$ cat config.mk
export PLATFORM = sky130hd
export DESIGN_NAME = smc_wr_seq
export DESIGN_NICKNAME = d
export VERILOG_FILES = /design/src/rtl/smc_wr_pkg.sv /design/src/rtl/smc_wr_cfg_sel.sv /design/src/rtl/smc_wr_timer.sv /design/src/rtl/smc_wr_pins.sv /design/src/rtl/smc_wr_seq.sv
export SDC_FILE = /design/constraint.sdc
export NUM_CORES = 1
export LEC_CHECK = 0
export CORE_MARGIN = 2
export CORE_UTILIZATION = 42
export CTS_CLUSTER_DIAMETER = 60
export DETAILED_ROUTE_END_ITERATION = 8
export PLACE_DENSITY = 0.9
export SYNTH_ARGS = -nofsm -noshare
export SYNTH_HDL_FRONTEND = slang
export SYNTH_SLANG_ARGS = --single-unit
$ cat constraint.sdc
create_clock -name clk_i -period 2.3 [get_ports clk_i]
set_clock_uncertainty 0.1 [all_clocks]
set_input_delay 0.345 -clock clk_i [delete_from_list [all_inputs] [get_ports clk_i]]
set_output_delay 0.345 -clock clk_i [all_outputs]
set_load 0.02 [all_outputs]
$ cat src/rtl/smc_wr_pkg.sv
package smc_wr_pkg;
  localparam int unsigned WAIT_W = 4;
  localparam int unsigned TICK_W = WAIT_W + 2;

  typedef enum logic [2:0] {
    ST_IDLE,
    ST_RUN,
    ST_HOLD,
    ST_DONE,
    ST_ERR
  } seq_state_e;

  typedef struct packed {
    logic [WAIT_W-1:0] wst_wr;
    logic [WAIT_W-1:0] wst_wen;
    logic              lane_mode;
    logic              ext_wait_en;
    logic              adv_en;
  } bank_cfg_t;
endpackage

$ cat src/rtl/smc_wr_cfg_sel.sv
module smc_wr_cfg_sel
  import smc_wr_pkg::*;
#(
  parameter int unsigned N_BANKS = 4,
  parameter int unsigned BANK_W  = 2
) (
  input  logic [BANK_W-1:0]         bank_i,
  input  logic [N_BANKS*WAIT_W-1:0] wst_wr_i,
  input  logic [N_BANKS*WAIT_W-1:0] wst_wen_i,
  input  logic [N_BANKS-1:0]        lane_mode_i,
  input  logic [N_BANKS-1:0]        ext_wait_en_i,
  input  logic [N_BANKS-1:0]        adv_en_i,
  output bank_cfg_t                 cfg_o,
  output logic                      cfg_ok_o
);
  bank_cfg_t cfg_arr [N_BANKS];

  for (genvar b = 0; b < N_BANKS; b++) begin : g_bank
    assign cfg_arr[b].wst_wr      = wst_wr_i[b*WAIT_W +: WAIT_W];
    assign cfg_arr[b].wst_wen     = wst_wen_i[b*WAIT_W +: WAIT_W];
    assign cfg_arr[b].lane_mode   = lane_mode_i[b];
    assign cfg_arr[b].ext_wait_en = ext_wait_en_i[b];
    assign cfg_arr[b].adv_en      = adv_en_i[b];
  end

  assign cfg_o    = cfg_arr[bank_i];
  // strobe delay beyond the wait count would be an illegal sequence
  assign cfg_ok_o = (cfg_o.wst_wen <= cfg_o.wst_wr);
endmodule

$ cat src/rtl/smc_wr_timer.sv
module smc_wr_timer
  import smc_wr_pkg::*;
(
  input  logic              clk_i,
  input  logic              rst_ni,
  input  logic              run_i,
  input  logic              stall_i,
  input  logic [WAIT_W-1:0] wst_wr_i,
  input  logic [WAIT_W-1:0] wst_wen_i,
  output logic              last_o,
  output logic              we_win_o,
  output logic              adv_win_o
);
  logic [TICK_W-1:0] tick_q;
  logic [TICK_W-1:0] last_t, we_lo_t, we_hi_t;

  assign last_t  = {1'b0, wst_wr_i, 1'b0} + TICK_W'(2);
  assign we_lo_t = {1'b0, wst_wen_i, 1'b0} + TICK_W'(1);
  assign we_hi_t = {1'b0, wst_wr_i, 1'b0} + TICK_W'(1);

  always_ff @(posedge clk_i or negedge rst_ni) begin
    if (!rst_ni)                             tick_q <= '0;
    else if (!run_i)                         tick_q <= '0;
    else if (!last_o && !stall_i)            tick_q <= tick_q + TICK_W'(1);
  end

  assign last_o    = run_i && (tick_q == last_t);
  assign we_win_o  = run_i && (tick_q >= we_lo_t) && (tick_q <= we_hi_t);
  assign adv_win_o = run_i && (tick_q < TICK_W'(2));
endmodule

$ cat src/rtl/smc_wr_pins.sv
module smc_wr_pins #(
  parameter int unsigned N_BANKS = 4,
  parameter int unsigned BANK_W  = 2,
  parameter int unsigned BE_W    = 4
) (
  input  logic              active_i,
  input  logic [BANK_W-1:0] bank_i,
  input  logic              we_win_i,
  input  logic              adv_win_i,
  input  logic              lane_mode_i,
  input  logic              adv_en_i,
  input  logic [BE_W-1:0]   be_i,
  output logic [N_BANKS-1:0] cs_n_o,
  output logic              we_n_o,
  output logic [BE_W-1:0]   bls_n_o,
  output logic              adv_n_o
);
  for (genvar b = 0; b < N_BANKS; b++) begin : g_cs
    assign cs_n_o[b] = ~(active_i && (bank_i == BANK_W'(b)));
  end

  // lane mode: lane strobes take the write-strobe window
  for (genvar i = 0; i < BE_W; i++) begin : g_bls
    assign bls_n_o[i] = ~(active_i && be_i[i] && (lane_mode_i ? we_win_i : 1'b1));
  end

  assign we_n_o  = ~(active_i && we_win_i && !lane_mode_i);
  assign adv_n_o = ~(adv_en_i && adv_win_i);
endmodule

$ cat src/rtl/smc_wr_seq.sv
module smc_wr_seq
  import smc_wr_pkg::*;
#(
  parameter int unsigned ADDR_W  = 24,
  parameter int unsigned DATA_W  = 32,
  parameter int unsigned N_BANKS = 4,
  localparam int unsigned BE_W   = DATA_W / 8,
  localparam int unsigned BANK_W = (N_BANKS > 1) ? $clog2(N_BANKS) : 1
) (
  input  logic                      clk_i,
  input  logic                      rst_ni,
  input  logic                      req_i,
  output logic                      ready_o,
  input  logic [BANK_W-1:0]         bank_i,
  input  logic [ADDR_W-1:0]         addr_i,
  input  logic [DATA_W-1:0]         wdata_i,
  input  logic [BE_W-1:0]           be_i,
  input  logic [N_BANKS*WAIT_W-1:0] cfg_wst_wr_i,
  input  logic [N_BANKS*WAIT_W-1:0] cfg_wst_wen_i,
  input  logic [N_BANKS-1:0]        cfg_lane_mode_i,
  input  logic [N_BANKS-1:0]        cfg_ext_wait_en_i,
  input  logic [N_BANKS-1:0]        cfg_adv_en_i,
  input  logic                      mem_wait_i,
  output logic [N_BANKS-1:0]        mem_cs_n_o,
  output logic                      mem_we_n_o,
  output logic [BE_W-1:0]           mem_bls_n_o,
  output logic                      mem_adv_n_o,
  output logic [ADDR_W-1:0]         mem_addr_o,
  output logic [DATA_W-1:0]         mem_data_o,
  output logic                      done_o,
  output logic                      cfg_err_o
);
  seq_state_e        state_q, state_d;
  bank_cfg_t         cfg_sel, cfg_q;
  logic              cfg_ok;
  logic              accept, run, last, we_win, adv_win, stall;
  logic [BANK_W-1:0] bank_q;
  logic [ADDR_W-1:0] addr_q;
  logic [DATA_W-1:0] data_q;
  logic [BE_W-1:0]   be_q;

  smc_wr_cfg_sel #(.N_BANKS(N_BANKS), .BANK_W(BANK_W)) u_cfg (
    .bank_i        (bank_i),
    .wst_wr_i      (cfg_wst_wr_i),
    .wst_wen_i     (cfg_wst_wen_i),
    .lane_mode_i   (cfg_lane_mode_i),
    .ext_wait_en_i (cfg_ext_wait_en_i),
    .adv_en_i      (cfg_adv_en_i),
    .cfg_o         (cfg_sel),
    .cfg_ok_o      (cfg_ok)
  );

  assign ready_o = (state_q == ST_IDLE);
  assign accept  = ready_o && req_i;
  assign run     = (state_q == ST_RUN);

  always_comb begin
    state_d = state_q;
    unique case (state_q)
      ST_IDLE: if (req_i) state_d = cfg_ok ? ST_RUN : ST_ERR;
      ST_RUN:  if (last)  state_d = ST_HOLD;
      ST_HOLD:            state_d = ST_DONE;
      ST_DONE:            state_d = ST_IDLE;
      ST_ERR:             state_d = ST_IDLE;
      default:            state_d = ST_IDLE;
    endcase
  end

  always_ff @(posedge clk_i or negedge rst_ni) begin
    if (!rst_ni) state_q <= ST_IDLE;
    else         state_q <= state_d;
  end

  // request and bank settings captured once, held for the whole transfer
  always_ff @(posedge clk_i or negedge rst_ni) begin
    if (!rst_ni) begin
      cfg_q  <= '0;
      bank_q <= '0;
      addr_q <= '0;
      data_q <= '0;
      be_q   <= '0;
    end else if (accept && cfg_ok) begin
      cfg_q  <= cfg_sel;
      bank_q <= bank_i;
      addr_q <= addr_i;
      data_q <= wdata_i;
      be_q   <= be_i;
    end
  end

  assign stall = cfg_q.ext_wait_en && mem_wait_i;

  smc_wr_timer u_timer (
    .clk_i     (clk_i),
    .rst_ni    (rst_ni),
    .run_i     (run),
    .stall_i   (stall),
    .wst_wr_i  (cfg_q.wst_wr),
    .wst_wen_i (cfg_q.wst_wen),
    .last_o    (last),
    .we_win_o  (we_win),
    .adv_win_o (adv_win)
  );

  smc_wr_pins #(.N_BANKS(N_BANKS), .BANK_W(BANK_W), .BE_W(BE_W)) u_pins (
    .active_i    (run),
    .bank_i      (bank_q),
    .we_win_i    (we_win),
    .adv_win_i   (adv_win),
    .lane_mode_i (cfg_q.lane_mode),
    .adv_en_i    (cfg_q.adv_en),
    .be_i        (be_q),
    .cs_n_o      (mem_cs_n_o),
    .we_n_o      (mem_we_n_o),
    .bls_n_o     (mem_bls_n_o),
    .adv_n_o     (mem_adv_n_o)
  );

  assign mem_addr_o = addr_q;
  assign mem_data_o = data_q;
  assign done_o     = (state_q == ST_DONE) || (state_q == ST_ERR);
  assign cfg_err_o  = (state_q == ST_ERR);
endmodule

==> results of run 1 <==
==> layer usage <==
| layer | up-vias | part of all wire, % | GRT usage (%) | wire length [microns] |
|---|---|---|---|---|
| met3 | 46 | 7.4 | 6.69 | 1050 |
| met4 | 0 | 3.4 | 9.98 | 481 |
| met2 | 201 | 52 | 46.9 | 7360 |
| met5 | - | 0 | 0 | 0 |
| met1 | 1789 | 38 | 31.5 | 5360 |
| li1 | 1539 | - | - | - |
==> final timing paths <==
kind | to | slack [ps] | from | cells after the start
worst max-delay path | mem_addr_o[20] | -420 | cfg_wst_wr_i[3] | 11
worst min-delay path | mem_addr_o[17] | 400 | mem_addr_o[17] | 1
worst min register to register | mem_addr_o[17] | 400 | mem_addr_o[17] | 1
max in group asynchronous | be_q[0] | 1270 | rst_ni | 3
min in group asynchronous | cfg_q[8] | 410 | rst_ni | 3
worst max register to register | u_timer.tick_q[0] | 0 | cfg_q[7] | 8
==> final cells by class <==
cell class	count	share of cell area (%)
Timing Repair Buffer	246	35.3
Inverter	13	0.672
Multi-Input combinational cell	182	30.6
Clock inverter	6	0.982
Clock buffer	10	1.90
Tap cell	129	2.22
Sequential cell	82	28.3
==> per-stage QoR <==
step	TNS (ps)	util, %	power, mW	setup slack [ps]	std cells
2_1_floorplan	-17810	-	1.56	-260	288
3_3_place_gp	-66000	66.7	1.80	-894	618
3_5_place_dp	-68720	66.7	1.81	-939	618
4_1_cts	-14860	77.6	2.97	-290	665
5_1_grt	-27000	78.6	3.12	-425	668
6_report	-26390	78.6	3.02	-425	668
==> timing repair <==
action                     in CTS  in global routing
cloned                          9                  0
buffers inserted               22                  7
resized for setup             169                 35
pin swaps                      10                 11
hold endpoints to repair       82                  0
setup endpoints to repair      83                 89
hold buffers                    1                  0
==> cells in the final DEF, fill, tap and decap left out, types with 7 or more instances in the layout <==
master and n:
buf_12 9, buf_4 43, buf_6 11, clkbuf_8 10, clkdlybuf4s50_1 131, dfrtp_1 81, dlygate4sd2_1 29, ha_4 8
inv_1 7, mux2_4 63, mux4_2 11, nand2_1 10, nor2_1 9
==> logic make-up (layout without fill, tap and decap cells) <==
logic type	count (synthesis)	after routing	synth area share [%]
DFF	82	82	51.5
AOI/OAI and AO/OA	26	26	4.62
and+or+nand+nor	52	52	7.57
muxes	84	84	26.7
adders and majority gates	14	14	4.40
xor gates and xnor gates	6	6	1.32
buffers and inverters	24	275	3.83
==> registers in the layout, indices dropped and copies added (netlist names) <==
name,cells
mem_data_o,32
mem_addr_o,24
cfg_q,11
u_timer.tick_q,6
be_q,4
state_q,3
bank_q,2
==> power breakdown <==
| group | internal, mW | total (mW) | leakage (nW) | switching [mW] |
|---|---|---|---|---|
| registers | 1.44 | 1.44 | 1.11 | 0 |
| clock network | 0.542 | 1.14 | 0.0995 | 0.600 |
| logic | 0.274 | 0.433 | 2.06 | 0.160 |
==> critical path, delay by kind of cell <==
family | cells | cell delay (ps)
buffers and inverters | 5 | 990
AO/OA/AOI/OAI | 2 | 470
adder cells (fa/ha/maj) | 1 | 180
AND/OR/NAND/NOR | 1 | 70
multiplexers | 2 | 810
==> results.md, run 1 <==
- HP Class: flop to flop
- DR WL/cell: 21.3 microns
- # DRC: 0
- Failing checks: setup timing
- Largest net degree at the start of global routing: 83
- # diodes: 0
- Pleak: 3.27 nW
- Detailed Route WL: 14,200 microns
- Detail Route Antenna Nets: 0
- PortBufs: 178
- Mapped Cells: 288
- Multi-input gate area: 2220 sq um
- I/O Pins: 179
- Fillers: 480
- Starting DRC count in detailed routing: 199
- DR vias: 3,575
- Pre-antenna DRT Iters: 5
- Max Buffers Root-to-Sink: 2
- Seq/Total Area, Yosys: 51.5%
- Starting density of the core: 43.1%
- Tot GR Track Use: 26.6%
- Slew margin rel.: 67.9%
- Layout cells sized above 1: 37.7%
- Worst-margin pin slew: 481 ps
- Post-route cell area: 7260 sq um
- Worst-Skew Late Latency: 360 ps
- Mapped Area: 3980 sq um
- Vias per cell: 5.35
- Pwr/cell area: 415 nW/um^2
- Arr. time, crit path: 2860 ps
- Final setup fails: 79
- Post-Syn Area per Cell: 13.8 sq um
- Die outline width: 101 microns
- Seq cells post-synth: 82
- Post-DP HPWL: 7900 microns
- Post-synth top cells: 82 x dfrtp_1, 66 x mux2_1, 14 x ha_1
- Total CTS buffers: 9
- Number of global-route vias before repair: 3,880
- Fin crit share: 118%
- Core area: 9240 sq um
- Worst VDD drop: 0.000450 V
- Worst hold slack: 399 ps
- Die ar.: 10,300 sq um
- DP Area: 6160 sq um
- Final WS setup: -425 ps
- Mapped Nets: 412
- Fmax: 0.367 GHz
- Count of pins over their slew limit: 0
- Fin crit period: 2720 ps
- Clock Root Buffer: clkbuf_8
- Die Y: 101 microns
- Slowest CP cell: mux4_2
- Status: finished with violations
- RSZ-0062 raised after global routing: yes
- Clk sinks: 82
- Yosys cell types: 42
- CTS tree: yes
- Area Growth Syn to Fin: 82.3%
- Ys Warns: 0
- Most frequent cell after synthesis: dfrtp_1
- Share of the synthesized area in the top cell type: 51.5%
- Clock transition at path regs: 90 ps
- Max_cap viols: 0
- Synth Flop Type: dfrtp_1
- Register cell area after layout: 2050 sq um
- Crit-path max FO: 6
- CP endpoint kind: flop
- CP Class: input port to flop
- NumNets Final: 658
- FP Rows: 35
- Final hold vios: 0
- GPL Wtd Cong: 0.841
- Asr flop ratio synth: 100%
- Area contributors post-synth: dfrtp_1 52%, mux2_1 19%, mux4_2 6.2%, ha_1 4.4%, buf_6 2.3%
- Grt ovf: 0
- Yosys top cell by area: dfrtp_1
- EDFF count, synth: 0
- # H-tree levels: 3
- Initial antenna violation count: 0
- CP max stage delay: 500 ps
- CP cell instances: clkdlybuf4s50_1 > mux4_2 > inv_2 > ha_4 > o211ai_1 > a21oi_4 > nor2_8 > buf_12 > buf_4 > buf_16 > mux2_1
- Global-route wire length before repair: 20,700 microns
- Startpoint class of the critical path: input port
- Worst EP required: 2440 ps
(Power assumes the default switching activity.)
==> run 2, diff against run 1 <==
Settings changed: CORE_ASPECT_RATIO set to 1.2, CORE_MARGIN 2 to unset, CORE_UTILIZATION 42 to 45, PLACE_DENSITY 0.9 to 0.95.
Clock period 2.3 ns to 3.2 ns, I/O delays scaled along.
==> run 2 against run 1 <==
- count of clock-buffer cells in the layout did not move
- first-iteration DRC count shrank 59%
- sequential share of layout area is 5.1 points higher
- largest cell class is now flip-flops and latches
- the run now ends clean
- largest power group unchanged
==> results.md, run 2 (synthesis gave the netlist of run 1 again) <==
- I/O Pins: 179
- Crit-path max FO: 36
- FP Rows: 37
- Switching portion of total power: 22.6%
- R2r startpoint: cfg_q[7]
- Total CTS buffers: 9
- Count of pins over their slew limit: 0
- # DRC: 0
- Detailed Route WL: 9380 microns
- Vias per cell: 5.02
- Fin crit period: 3060 ps
- Largest net degree at the start of global routing: 83
- Final hold vios: 0
- Die ar.: 9230 sq um
- Setup slack, reg-to-reg: 1060 ps
- Fillers: 606
- Grt ovf: 0
- Starting density of the core: 46.5%
- Fmax: 0.327 GHz
- PortBufs: 178
- Area Growth Syn to Fin: 54.3%
- DR vias: 3,014
- DR WL/cell: 15.6 microns
- RSZ-0062 raised after global routing: no
- Clock power share: 38.2%
- Die outline width: 87.9 microns
- Clock Root Buffer: clkbuf_8
- Crit. path cell count: 9
- Clk sinks: 82
- Max_cap viols: 0
- Detail Route Antenna Nets: 0
- Global-route wire length before repair: 15,400 microns
- Slew margin rel.: 32.9%
- Starting DRC count in detailed routing: 81
- Core area: 8560 sq um
- Arr. time, crit path: 3200 ps
- Setup TNS: 0 ps
- Crit path launch: bank_i[0]
- Multi-input gate area: 1780 sq um
- Sequential Power Share: 50.5%
- Fin cells: 600
- Worst Path Buf+Inv: 2
- Worst-margin pin slew: 1010 ps
- Placed Cells: 584
- Slowest CP cell: mux4_2
- Startpoint class of the critical path: input port
- Post-DP HPWL: 7260 microns
- HP Class: input port to asynchronous set/reset pin
- Most common cell after layout, fill and taps aside: clkdlybuf4s50_1
- Worst setup path end: mem_addr_o[11]
- Tot GR Track Use: 21.9%
- Register cell area after layout: 2050 sq um
- Logic pwr share: 11.3%
- CTS tree: yes
- CP Class: input port to flop
- Worst-Skew Late Latency: 360 ps
- Final setup fails: 0
- NumNets Final: 602
- Reg-to-Reg End: u_timer.tick_q[4]
- Commonest cells after routing, fill and taps aside: 173 x clkdlybuf4s50_1, 82 x dfrtp_1, 66 x mux2_1
- CP endpoint kind: flop
- Status: finished, final reports clean
- GPL Wtd Cong: 0.867
- Pre-antenna DRT Iters: 4
- Cell internal pwr: 1.58 mW
- Max Buffers Root-to-Sink: 2
- CP cell instances: clkdlybuf4s50_1 > mux4_2 > ha_1 > nor2b_1 > o211ai_1 > a21oi_2 > nor2_8 > buf_12 > mux2_1
- Pleak: 2.83 nW
- Crit path max-delay family: multiplexers
- Number of global-route vias before repair: 3,330
- Pwr/cell area: 333 nW/um^2
- Max FFs per register: 32
- Worst VDD drop: 0.000239 V
- Layout cells sized above 1: 10.6%
- Fin crit share: 95.6%
- # diodes: 0
- Die Y: 105 microns
- R2R cell count: 6
- CP max stage delay: 580 ps
- Psw: 0.463 mW
- # H-tree levels: 3
- Clock transition at path regs: 90 ps
- Worst EP required: 3340 ps
- Initial antenna violation count: 0
run 2: changes by cell type in the layout (fill, tap and decap cells not counted), sizes merged:
| cell | before | now |
|---|---|---|
| clkdlybuf4s50 | 131 | 173 |
| dlygate4sd3 | 1 | 0 |
| buf | 74 | 13 |
| dlymetal6s2s | 5 | 4 |
| clkinvlp | 2 | 1 |
| clkdlybuf4s15 | 6 | 0 |
| inv | 15 | 16 |
| dlygate4sd2 | 29 | 0 |
run 2: cell type report:
cell class | count | area share (%)
Clock inverter | 6 | 1.16
Timing Repair Buffer | 190 | 31.0
Inverter | 13 | 0.794
Sequential cell | 82 | 33.4
Clock buffer | 10 | 2.24
Tap cell | 117 | 2.38
Multi-Input combinational cell | 182 | 29.0
run 2: per-layer routing:
metal / global-route usage, % / vias to the layer above / wire length [microns]
met3: 5.77 / 16 / 611
met1: 23.3 / 1468 / 3490
met5: 0 / - / 0
met4: 9.48 / 0 / 242
li1: - / 1416 / -
met2: 39.5 / 114 / 5030
run 2: power groups by stage:
stage | Combinational [mW] | Sequential, mW | Clock, mW
global placement | 0.228 | 1.06 | 0
floorplan | 0.0583 | 1.06 | 0
global route | 0.250 | 1.04 | 0.846
finish | 0.231 | 1.04 | 0.782
CTS | 0.234 | 1.04 | 0.801
detailed placement | 0.233 | 1.06 | 0
run 2: metrics by stage:
| step | hold WS [ps] | power [mW] | area [sq um] | setup WS (ps) | utilization [%] |
|---|---|---|---|---|---|
| after CTS | 220 | 2.07 | 6130 | 48.0 | 71.6 |
| final | 172 | 2.05 | 6140 | 141 | 71.7 |
| after detailed placement | 374 | 1.29 | 5920 | -242 | 69.1 |
| after floorplan | 84.4 | 1.11 | 3980 | 302 | - |
| after global placement | 367 | 1.28 | 5920 | -156 | 69.1 |
| after global routing | 253 | 2.13 | 6140 | 48.4 | 71.7 |
run 2: how the worst min path moves through the flow:
stage | to | slack [ps] | cells past startpoint
after global placement | mem_data_o[26] | 370 | 1
after detailed placement | mem_addr_o[17] | 370 | 1
after global routing | mem_data_o[6] | 250 | 1
after CTS | mem_data_o[6] | 220 | 1
final | mem_data_o[5] | 170 | 1
after floorplan | bank_q[0] | 80 | 0
run 2: repair_timing:
item,CTS,global route
hold buffers,0,0
resized for setup,0,5
buffers inserted,0,0
setup endpoints to repair,0,4
